===== src/rtl/pflash_pkg.sv =====
package pflash_pkg;
  typedef enum logic [1:0] {MODE_ARRAY, MODE_STATUS, MODE_IDENT} rd_mode_e;
  typedef enum logic [1:0] {PEND_NONE, PEND_ERASE, PEND_PROG} pend_e;

  localparam logic [7:0] CMD_RD_ARRAY  = 8'hFF;
  localparam logic [7:0] CMD_RD_STATUS = 8'h70;
  localparam logic [7:0] CMD_RD_IDENT  = 8'h90;
  localparam logic [7:0] CMD_ERASE_SET = 8'h20;
  localparam logic [7:0] CMD_ERASE_GO  = 8'hD0;
  localparam logic [7:0] CMD_PROG_SET  = 8'h40;
  localparam logic [7:0] CMD_CLR_STAT  = 8'h50;

  // ce = {sel2, sel1, sel0}; decode is not monotonic
  function automatic logic ce_enabled(input logic [2:0] ce);
    case (ce)
      3'b000, 3'b100, 3'b101, 3'b110: return 1'b1;
      default:                        return 1'b0;
    endcase
  endfunction
endpackage


===== src/rtl/pflash_rst_seq.sv =====
module pflash_rst_seq #(
  parameter int RP_MIN    = 3,
  parameter int WAKE_CYC  = 5,
  parameter int RECOV_CYC = 7
) (
  input  logic clk_i,
  input  logic rst_ni,
  input  logic rp_ni,
  output logic hold_o,
  output logic wake_o,
  output logic cmd_ok_o
);
  localparam int UP_MAX = (WAKE_CYC > RECOV_CYC) ? WAKE_CYC : RECOV_CYC;
  localparam int LW     = $clog2(RP_MIN + 1);
  localparam int UW     = $clog2(UP_MAX + 1);

  logic [LW-1:0] low_cnt;
  logic [UW-1:0] up_cnt;
  logic          low_short;

  assign low_short = low_cnt < LW'(RP_MIN);

  always_ff @(posedge clk_i or negedge rst_ni) begin
    if (!rst_ni) begin
      low_cnt <= LW'(RP_MIN);
      up_cnt  <= UW'(UP_MAX);
    end else if (!rp_ni) begin
      up_cnt <= '0;
      if (up_cnt != '0)   low_cnt <= LW'(1);   // new pulse
      else if (low_short) low_cnt <= low_cnt + 1'b1;
    end else if (low_short) begin
      low_cnt <= low_cnt + 1'b1;               // stretch short pulse
    end else if (up_cnt < UW'(UP_MAX)) begin
      up_cnt <= up_cnt + 1'b1;
    end
  end

  assign hold_o   = !rp_ni || low_short;
  assign wake_o   = !hold_o && (up_cnt >= UW'(WAKE_CYC));
  assign cmd_ok_o = !hold_o && (up_cnt >= UW'(RECOV_CYC));
endmodule


===== src/rtl/pflash_cmd.sv =====
module pflash_cmd import pflash_pkg::*; #(
  parameter int ERASE_CYC = 40,
  parameter int PROG_CYC  = 12
) (
  input  logic       clk_i,
  input  logic       rst_ni,
  input  logic       hold_i,
  input  logic       wr_i,
  input  logic [7:0] wdata_i,
  output rd_mode_e   mode_o,
  output logic [7:0] status_o,
  output logic       busy_o,
  output logic       start_o
);
  localparam int BMAX = (ERASE_CYC > PROG_CYC) ? ERASE_CYC : PROG_CYC;
  localparam int BW   = $clog2(BMAX + 1);

  rd_mode_e      mode_q;
  pend_e         pend_q;
  logic [1:0]    err_q;
  logic          busy_q;
  logic [BW-1:0] cnt_q;
  logic          wr_ok;

  assign wr_ok   = wr_i && !busy_q && !hold_i;
  assign start_o = wr_ok && ((pend_q == PEND_PROG) ||
                   (pend_q == PEND_ERASE && wdata_i == CMD_ERASE_GO));

  always_ff @(posedge clk_i or negedge rst_ni) begin
    if (!rst_ni) begin
      mode_q <= MODE_ARRAY;
      pend_q <= PEND_NONE;
      err_q  <= '0;
      busy_q <= 1'b0;
      cnt_q  <= '0;
    end else if (hold_i) begin
      mode_q <= MODE_ARRAY;
      pend_q <= PEND_NONE;
      err_q  <= '0;
      busy_q <= 1'b0;
      cnt_q  <= '0;
    end else if (busy_q) begin
      if (cnt_q == '0) busy_q <= 1'b0;
      else             cnt_q  <= cnt_q - 1'b1;
    end else if (wr_ok) begin
      if (pend_q == PEND_ERASE) begin
        pend_q <= PEND_NONE;
        mode_q <= MODE_STATUS;
        if (wdata_i == CMD_ERASE_GO) begin
          busy_q <= 1'b1;
          cnt_q  <= BW'(ERASE_CYC - 1);
        end else begin
          err_q <= 2'b11;
        end
      end else if (pend_q == PEND_PROG) begin
        pend_q <= PEND_NONE;
        mode_q <= MODE_STATUS;
        busy_q <= 1'b1;
        cnt_q  <= BW'(PROG_CYC - 1);
      end else begin
        case (wdata_i)
          CMD_RD_ARRAY:  mode_q <= MODE_ARRAY;
          CMD_RD_STATUS: mode_q <= MODE_STATUS;
          CMD_RD_IDENT:  mode_q <= MODE_IDENT;
          CMD_CLR_STAT:  begin err_q <= '0; mode_q <= MODE_STATUS; end
          CMD_ERASE_SET: begin pend_q <= PEND_ERASE; mode_q <= MODE_STATUS; end
          CMD_PROG_SET:  begin pend_q <= PEND_PROG;  mode_q <= MODE_STATUS; end
          default: ;
        endcase
      end
    end
  end

  assign mode_o   = mode_q;
  assign busy_o   = busy_q;
  assign status_o = {!busy_q, 1'b0, err_q, 4'b0000};
endmodule


===== src/rtl/pflash_page_buf.sv =====
module pflash_page_buf #(
  parameter int ADDR_W     = 22,
  parameter int DATA_W     = 16,
  parameter int PAGE_WORDS = 4,
  parameter int ARR_LAT    = 4,
  localparam int OFS_W     = $clog2(PAGE_WORDS),
  localparam int TAG_W     = ADDR_W - OFS_W
) (
  input  logic                         clk_i,
  input  logic                         rst_ni,
  input  logic                         flush_i,
  input  logic                         want_i,
  input  logic [ADDR_W-1:0]            addr_i,
  output logic                         hit_o,
  output logic [DATA_W-1:0]            word_o,
  output logic                         arr_rd_o,
  output logic [TAG_W-1:0]             arr_page_o,
  input  logic [PAGE_WORDS*DATA_W-1:0] arr_rdata_i
);
  localparam int LW = $clog2(ARR_LAT + 1);

  logic [DATA_W-1:0] page_q [PAGE_WORDS];
  logic [TAG_W-1:0]  tag_q, ftag_q;
  logic              valid_q, fetch_q, rd_q;
  logic [LW-1:0]     fcnt_q;
  logic              load;

  assign hit_o = valid_q && (tag_q == addr_i[ADDR_W-1:OFS_W]);
  assign load  = fetch_q && (fcnt_q == '0) && !flush_i;

  always_ff @(posedge clk_i or negedge rst_ni) begin
    if (!rst_ni) begin
      valid_q <= 1'b0;
      fetch_q <= 1'b0;
      rd_q    <= 1'b0;
      fcnt_q  <= '0;
      tag_q   <= '0;
      ftag_q  <= '0;
    end else begin
      rd_q <= 1'b0;
      if (flush_i) begin
        valid_q <= 1'b0;
        fetch_q <= 1'b0;
      end else if (fetch_q) begin
        if (fcnt_q == '0) begin
          fetch_q <= 1'b0;
          valid_q <= 1'b1;
          tag_q   <= ftag_q;
        end else begin
          fcnt_q <= fcnt_q - 1'b1;
        end
      end else if (want_i && !hit_o) begin
        fetch_q <= 1'b1;
        rd_q    <= 1'b1;
        ftag_q  <= addr_i[ADDR_W-1:OFS_W];
        fcnt_q  <= LW'(ARR_LAT - 1);
      end
    end
  end

  always_ff @(posedge clk_i) begin
    if (load) begin
      for (int i = 0; i < PAGE_WORDS; i++)
        page_q[i] <= arr_rdata_i[i*DATA_W +: DATA_W];
    end
  end

  assign word_o     = page_q[addr_i[OFS_W-1:0]];
  assign arr_rd_o   = rd_q;
  assign arr_page_o = ftag_q;
endmodule


===== src/rtl/pflash_ctrl.sv =====
module pflash_ctrl import pflash_pkg::*; #(
  parameter int          ADDR_W     = 22,
  parameter int          DATA_W     = 16,
  parameter int          PAGE_WORDS = 4,
  parameter int          ARR_LAT    = 4,
  parameter int          ERASE_CYC  = 40,
  parameter int          PROG_CYC   = 12,
  parameter int          RP_MIN     = 3,
  parameter int          WAKE_CYC   = 5,
  parameter int          RECOV_CYC  = 7,
  parameter logic [15:0] MFR_ID     = 16'h00A5,
  parameter logic [15:0] DEV_ID     = 16'h0017,
  localparam int         OFS_W      = $clog2(PAGE_WORDS),
  localparam int         TAG_W      = ADDR_W - OFS_W
) (
  input  logic                         clk_i,
  input  logic                         rst_ni,
  input  logic [2:0]                   ce_i,
  input  logic                         oe_ni,
  input  logic                         we_ni,
  input  logic                         rp_ni,
  input  logic [ADDR_W-1:0]            addr_i,
  input  logic [DATA_W-1:0]            dq_i,
  output logic [DATA_W-1:0]            dq_o,
  output logic                         dq_oe_o,
  output logic                         sts_o,
  output logic                         arr_rd_o,
  output logic [TAG_W-1:0]             arr_page_o,
  input  logic [PAGE_WORDS*DATA_W-1:0] arr_rdata_i
);
  logic              hold, wake, cmd_ok, busy, hit, start;
  logic              dev_en, we_q, cmd_wr, rd_act, want;
  rd_mode_e          mode;
  logic [7:0]        status;
  logic [DATA_W-1:0] page_word, rd_word, dq_q;
  logic              dq_oe_q;
  logic              unused_dq_hi;

  assign unused_dq_hi = ^dq_i[DATA_W-1:8];
  assign dev_en = ce_enabled(ce_i);
  assign cmd_wr = dev_en && we_ni && !we_q && cmd_ok;
  assign rd_act = dev_en && !oe_ni && we_ni && wake;
  assign want   = rd_act && (mode == MODE_ARRAY);

  pflash_rst_seq #(.RP_MIN(RP_MIN), .WAKE_CYC(WAKE_CYC), .RECOV_CYC(RECOV_CYC)) u_rst (
    .clk_i(clk_i), .rst_ni(rst_ni), .rp_ni(rp_ni),
    .hold_o(hold), .wake_o(wake), .cmd_ok_o(cmd_ok)
  );

  pflash_cmd #(.ERASE_CYC(ERASE_CYC), .PROG_CYC(PROG_CYC)) u_cmd (
    .clk_i(clk_i), .rst_ni(rst_ni), .hold_i(hold), .wr_i(cmd_wr),
    .wdata_i(dq_i[7:0]), .mode_o(mode), .status_o(status),
    .busy_o(busy), .start_o(start)
  );

  pflash_page_buf #(.ADDR_W(ADDR_W), .DATA_W(DATA_W), .PAGE_WORDS(PAGE_WORDS),
                    .ARR_LAT(ARR_LAT)) u_page (
    .clk_i(clk_i), .rst_ni(rst_ni), .flush_i(hold || start), .want_i(want),
    .addr_i(addr_i), .hit_o(hit), .word_o(page_word),
    .arr_rd_o(arr_rd_o), .arr_page_o(arr_page_o), .arr_rdata_i(arr_rdata_i)
  );

  always_comb begin
    case (mode)
      MODE_STATUS: rd_word = {{(DATA_W-8){1'b0}}, status};
      MODE_IDENT: begin
        if (addr_i[OFS_W-1:0] == OFS_W'(0))      rd_word = DATA_W'(MFR_ID);
        else if (addr_i[OFS_W-1:0] == OFS_W'(1)) rd_word = DATA_W'(DEV_ID);
        else                                     rd_word = '0;
      end
      default: rd_word = page_word;
    endcase
  end

  always_ff @(posedge clk_i or negedge rst_ni) begin
    if (!rst_ni) begin
      we_q    <= 1'b1;
      dq_q    <= '0;
      dq_oe_q <= 1'b0;
    end else begin
      we_q    <= we_ni;
      dq_oe_q <= rd_act;
      if (rd_act && (mode != MODE_ARRAY || hit)) dq_q <= rd_word;
    end
  end

  assign dq_o    = dq_q;
  assign dq_oe_o = dq_oe_q;
  assign sts_o   = !busy && cmd_ok;
endmodule


===== config.mk =====
export PLATFORM = sky130hd
export DESIGN_NAME = pflash_ctrl
export DESIGN_NICKNAME = d
export VERILOG_FILES = /design/src/rtl/pflash_pkg.sv /design/src/rtl/pflash_rst_seq.sv /design/src/rtl/pflash_cmd.sv /design/src/rtl/pflash_page_buf.sv /design/src/rtl/pflash_ctrl.sv
export SDC_FILE = /design/constraint.sdc
export NUM_CORES = 1
export LEC_CHECK = 0
export ABC_AREA = 1
export BUFFER_PORTS_ARGS = -buffer_cell sky130_fd_sc_hd__buf_2
export CAP_MARGIN = 20
export CORE_MARGIN = 2
export CORE_UTILIZATION = 59
export CTS_CLUSTER_SIZE = 24
export DETAILED_ROUTE_END_ITERATION = 16
export PLACE_DENSITY_LB_ADDON = 0.1
export SETUP_SLACK_MARGIN = 0.05
export SKIP_CTS_REPAIR_TIMING = 1
export SYNTH_ARGS = -nofsm -noshare
export SYNTH_HDL_FRONTEND = slang
export SYNTH_SLANG_ARGS = --single-unit

===== constraint.sdc =====
create_clock -name clk_i -period 3.3 [get_ports clk_i]
set_input_delay 0.165 -clock clk_i [delete_from_list [all_inputs] [get_ports clk_i]]
set_output_delay 0.165 -clock clk_i [all_outputs]
set_load 0.005 [all_outputs]

== Word-level counts from Yosys, hierarchy flattened ==
Memory sizes are Yosys's and may differ from the RTL's.
Cells that the tools add are included.
Word-level totals
  bits in read-only memories: 0
  bits in latches: 0
  bits in registers: 82
  memories: 1
  word-level logic and storage cells: 165
  memory bits (writable): 64
Memories
  u_page.page_q: words 4, bits a word 16, read ports 1, clocked after memory_dff 0, wr ports 4, RTL line pflash_page_buf.sv:22  | logic [DATA_W-1:0] page_q [PAGE_WORDS];
Operators by class
  eq/ne operators: 24
  order comparisons: 4
  multipliers: 0
  add/sub/neg operators: 4
  reduce and logical (&&, ||, !) cells: 57
  shifts and indexed selects: 0
  bitwise operators: 2
  muxes and demuxes: 57
  div/mod/pow operators: 0
Operator list (number)
  6-bit 2-to-1 mux: 7
  2-bit 2-to-1 mux: 20
  16-bit case mux with 2 select lines: 1
  8-bit by 7-bit equality test with 1-bit output (second input constant): 3
  8-bit equality test (second input constant): 3
  20-bit equality test: 1
  1-bit logical AND: 19
  1-bit 2-to-1 mux: 19
  3-bit 2-to-1 mux: 6
  3-bit AND reduction: 5
  2-bit nonzero test: 5
  3-bit equality test (second input constant): 3
  3-bit nonzero test: 3
  8-bit by 6-bit equality test with 1-bit output (second input constant): 1
  8-bit 2-to-1 mux: 1
  4-bit OR reduction: 2
  1-bit zero test: 7
  2-bit by 1-bit equality test with 1-bit output (second input constant): 3
  3-bit greater-or-equal comparator (second input constant): 2
  3-bit zero test: 2
  6-bit zero test: 1
  2-bit inequality test (second input constant): 3
  3-bit inequality test (second input constant): 2
  2-bit case mux with 3 select lines: 1
  21 further kinds: 28

== Longest topological paths before layout ==
  depth after elaboration: 14
  gate-level depth with buffers: 13
  depth with buffers taken out: 12

== By module ==
Synthesis repeated with hierarchy kept, for this count alone.
Second synthesis, totals
  cell total of the unflattened synthesis: 769
  area total of the unflattened synthesis: 6825.3 µm²
Modules (own cells, without submodules)
  pflash_page_buf: area each 4494.3 µm², instances 1, cells each 432, seq. area each 3072.9 µm²
  pflash_ctrl: area each 1037.2 µm², instances 1, cells each 147, seq. area each 451.7 µm²
  pflash_cmd: area each 979.7 µm², instances 1, cells each 153, seq. area each 300.3 µm²
  pflash_rst_seq: area each 314.1 µm², instances 1, cells each 37, seq. area each 131.4 µm²

== Least setup slack after synthesis ==
OpenSTA, ideal clock, no wires.
  kind: register -> register
  start point: register u_rst.up_cnt[0]
  end point: memory u_page.page_q[0][0], enable pin
  cell stages (with the launch flop): 12
  arrival: 1.733 ns
  clock period less this slack: 2.105 ns
  required time: 2.928 ns
  slack: 1.195 ns
  path buffers: 2
  cells stage by stage: dfstp_2 -> ha_1 -> ha_1 -> inv_1 -> nand2_1 -> nand3_2 -> nor2_4 -> nand2_1 -> nand3_2 -> inv_2 -> buf_6 -> buf_6
RTL lines
  start: declaration: RTL line pflash_rst_seq.sv:18  | logic [UW-1:0] up_cnt;
  start signal: assignment: RTL line pflash_rst_seq.sv:26  | up_cnt <= UW'(UP_MAX);
  start signal: assignment: RTL line pflash_rst_seq.sv:34  | up_cnt <= up_cnt + 1'b1;
  end: declaration: RTL line pflash_page_buf.sv:22

==> flow_summary.toml <==
[placed_design]
io_buffers = 140
hpwlAfterDp_mm = 10.9
place_congestion = 0.898

[global_routing]
gr-usage-all-layers_pct = 25.8
grt_max_degree = 82
grt_pass1_vias = 5571
antenna_found_initial = 0
grt_remaining_overflow = 0
grt_pass1_wl_mm = 25.8

[timing]
slew_viol_final = 0
holdWs_ps = 24.1
tns_ps = 0
timing.fmax_mhz = 372
hold_violations = 0
period_needed_ps = 2690
fin_crit_sh_pct = 81.4
worst_pin_slew_ps = 722
relSlewSlack_pct = 51.7
fin_skew_ps = 11.8
rsz0062_at_grt = "false"
setup_viol = 0

[power]
ir_drop_mv = 0.559
p_int_mw = 3.44
share_clk_of_total_power_pct = 35.9
p_leak_nw = 4.38
p_comb_share_pct = 20.3
power_density_nw_per_um2 = 548
p_switching_mw = 1.49
p_sw_share_pct = 30.2
seqPwrFrac_pct = 43.8

[floorplan]
io_pins = 149
rows = 39
dieArea_sq_um = 12700
start_util_pct = 60.6
core_area_sq_um = 11500
die_y_um = 112
die_w_um = 112

[synth]
synth.largest_area_cell = "edfxtp_1"
synth_seq_cells = 145
synth_cell_type_count = 40
yosys.area.top_type_share_pct = 27.7
synth_cells = 769
syn_area_sq_um = 6940
synthFlopType = "dfrtp_1"
yosys-top-cells-area = "edfxtp_1, dfrtp_1, nand2_1"
synth-edff-count = 64
synth_warnings = 0
async_flop_share_pct = 55.9
synth.yosys.seq_area_share_pct = 57.0
synth.avg_cell_area_sq_um = 9.03
syn-num-nets = 892

[route]
num_vias = 6236
viasPerCell = 5.49
antenna_left = 0
drt-initial-drc-count = 603
first_pass_iters = 7
routed_wl_mm = 18.9
wl_per_cell_um = 16.7
route.detailed.drc = 0

[status]
status = "finished clean"

[cells_and_area]
finalNetCount = 1102
diodes = 0
synthToLayoutAreaGrowth_pct = 29.4
nFillCells = 703
layout-drive-gt1-share_pct = 22.8

[job]
cap_violations = 0

[clocking]
cts_tree = "yes"
clock_latency_ps = 430
numCtsBuffers = 17
clk_pin_slew_ps = 60
cts_max_level = 4
cts_sinks = 145
clock-root-buffer = "clkbuf_16"
clock_path_buffers = 2

[setup_path]
crit_slowest_cell = "dfstp_2"
arrival_ps = 2850
path_class = "reg -> reg"
cp_data_required_time_ps = 3460
ff2ff_path_depth = 10
start_kind = "flop"
crit_fanout = 40
timing.rr.start = "u_rst.up_cnt[0]"
cpPeakStageDelay_ps = 560
path_cells = "ha_1 -> ha_1 -> inv_1 -> nand2_1 -> nand3_2 -> nor2_4 -> nand2_1 -> nand3_2 -> clkinv_2 -> buf_4"
regToRegSetupSlack_ps = 610
r2r_end = "u_page.page_q[0][12]"
cp-end-kind = "flop"

[min_path]
whs_path_depth = 3
hold_start = "addr_i[10]"
holdPathEnd = "u_page.arr_page_o[8]"
hold_class = "in -> reg"
[cells in the final DEF, fill, tap and decap left out, types with 2 or more instances in the layout]
master         Yosys  final
nand3_1           32     32
o21ai_0           40     40
nand2_2            9      9
a31oi_1            2      2
o211ai_1          12     12
a22oi_1            2      2
nand2_1          254    254
dfstp_2            6      6
clkbuf_1           8      3
dlygate4sd3_1      0     66
buf_2              8    139
xnor2_1            2      2
o21ai_2           21     21
o2bb2ai_1          2      2
clkbuf_16          0     17
clkinv_1           3      3
nor3_1             6      6
buf_4              2      8
nor2_1            62     62
ha_1              13     13
o21ai_1            6      6
a21oi_1           10     10
inv_6              0      2
inv_2              4      3
clkinv_4           0      3
xor2_1             2      2
dfrtp_1           75     75
edfxtp_1          64     64
nand4_1           25     25
clkbuf_8           0      2
nor2_4             2      2
clkinvlp_4         0      5
nand3_2            2      2
inv_1             79     79
[worst max path at each step]
stage	from	to	depth (start not counted)
6_report	u_rst.up_cnt[0]	u_page.page_q[0][12]	10
3_5_place_dp	u_rst.up_cnt[0]	u_page.page_q[1][10]	10
3_3_place_gp	u_rst.up_cnt[0]	u_page.page_q[1][10]	10
4_1_cts	u_rst.up_cnt[0]	u_page.page_q[1][10]	10
5_1_grt	u_rst.up_cnt[0]	u_page.page_q[0][10]	10
2_1_floorplan	u_rst.up_cnt[0]	u_page.page_q[0][0]	11
[state kept, by name, indices dropped and copies added (netlist names)]
| name | flops |
|---|---|
| u_page.page_q | 64 |
| u_page.arr_page_o | 20 |
| u_page.tag_q | 20 |
| dq_o | 16 |
| u_cmd.cnt_q | 6 |
| u_page.fcnt_q | 3 |
| u_rst.up_cnt | 3 |
| u_cmd.mode_o | 2 |
| u_cmd.pend_q | 2 |
| u_rst.low_cnt | 2 |
| dq_oe_o | 1 |
| u_cmd.busy_o | 1 |
| u_cmd.err_q | 1 |
| u_page.arr_rd_o | 1 |
| u_page.fetch_q | 1 |
| u_page.valid_q | 1 |
| we_q | 1 |
[stage by stage]
step / std cells / power (mW) / setup slack (ps) / util (%) / instance area, sq um
2_1_floorplan: 769 / 2.79 / 1200 / - / 6940
3_3_place_gp: 1036 / 3.05 / 660 / 67.6 / 7750
3_5_place_dp: 1036 / 3.10 / 649 / 67.6 / 7750
4_1_cts: 1068 / 4.85 / 626 / 72.4 / 8300
5_1_grt: 1135 / 5.18 / 431 / 78.4 / 8990
6_report: 1135 / 4.93 / 612 / 78.4 / 8990
[logic make-up (layout without fill, tap and decap cells)]
group | count (synthesis) | count (layout) | share of synthesized area [%]
XOR/XNOR | 4 | 4 | 0.505
AO/OA/AOI/OAI | 98 | 98 | 8.99
flip-flops | 145 | 145 | 57.0
buffers and inverters | 111 | 334 | 6.83
adder cells (fa/ha/maj) | 13 | 13 | 2.34
AND/OR/NAND/NOR | 398 | 398 | 24.4
[power groups by stage]
stage               Sequential [mW]  Combinational [mW]  Clock (mW)
finish                         2.16                1.00        1.77
global route                   2.18                1.14        1.86
CTS                            2.16               0.919        1.77
detailed placement             2.19               0.912           0
global placement               2.18               0.872           0
floorplan                      2.17               0.617           0
[final cells by class]
| class | count | area [sq um] | share of cell area, % |
|---|---|---|---|
| clock buffers | 22 | 464 | 5.16 |
| repair buffers | 215 | 1460 | 16.3 |
| inverters | 87 | 330 | 3.67 |
| well taps | 143 | 179 | 1.99 |
| multi-input cells | 513 | 2510 | 28.0 |
| clock inverters | 10 | 81.3 | 0.905 |
| flip-flops and latches | 145 | 3960 | 44.0 |
[cells in the mapped netlist (all sizes together) (2+ instances only)]
master	instances
nand2	263
inv	84
dfrtp	75
o21ai	67
nor2	65
edfxtp	64
nand3	34
nand4	25
buf	16
ha	13
o211ai	12
a21oi	10
clkbuf	8
dfstp	6
nor3	6
clkinv	3
a22oi	2
a31oi	2
nor4	2
o2bb2ai	2
xnor2	2
xor2	2
[layer usage]
layer  wire length (um)  share of wire [%]  track usage (%)
met3               1580                8.4             6.86
met2               9680                 51             43.5
met1               7240                 38             32.7
met4                401                2.1             8.54
met5                  0                  0                0
[critical path, delay by kind of cell, from the launching register on]
kind | cells | cell delay (ps)
buffers and inverters | 3 | 990
AND/OR/NAND/NOR | 5 | 570
flip-flops | 1 | 560
adder cells (fa/ha/maj) | 2 | 300
Power figures use the tool's default switching activity.
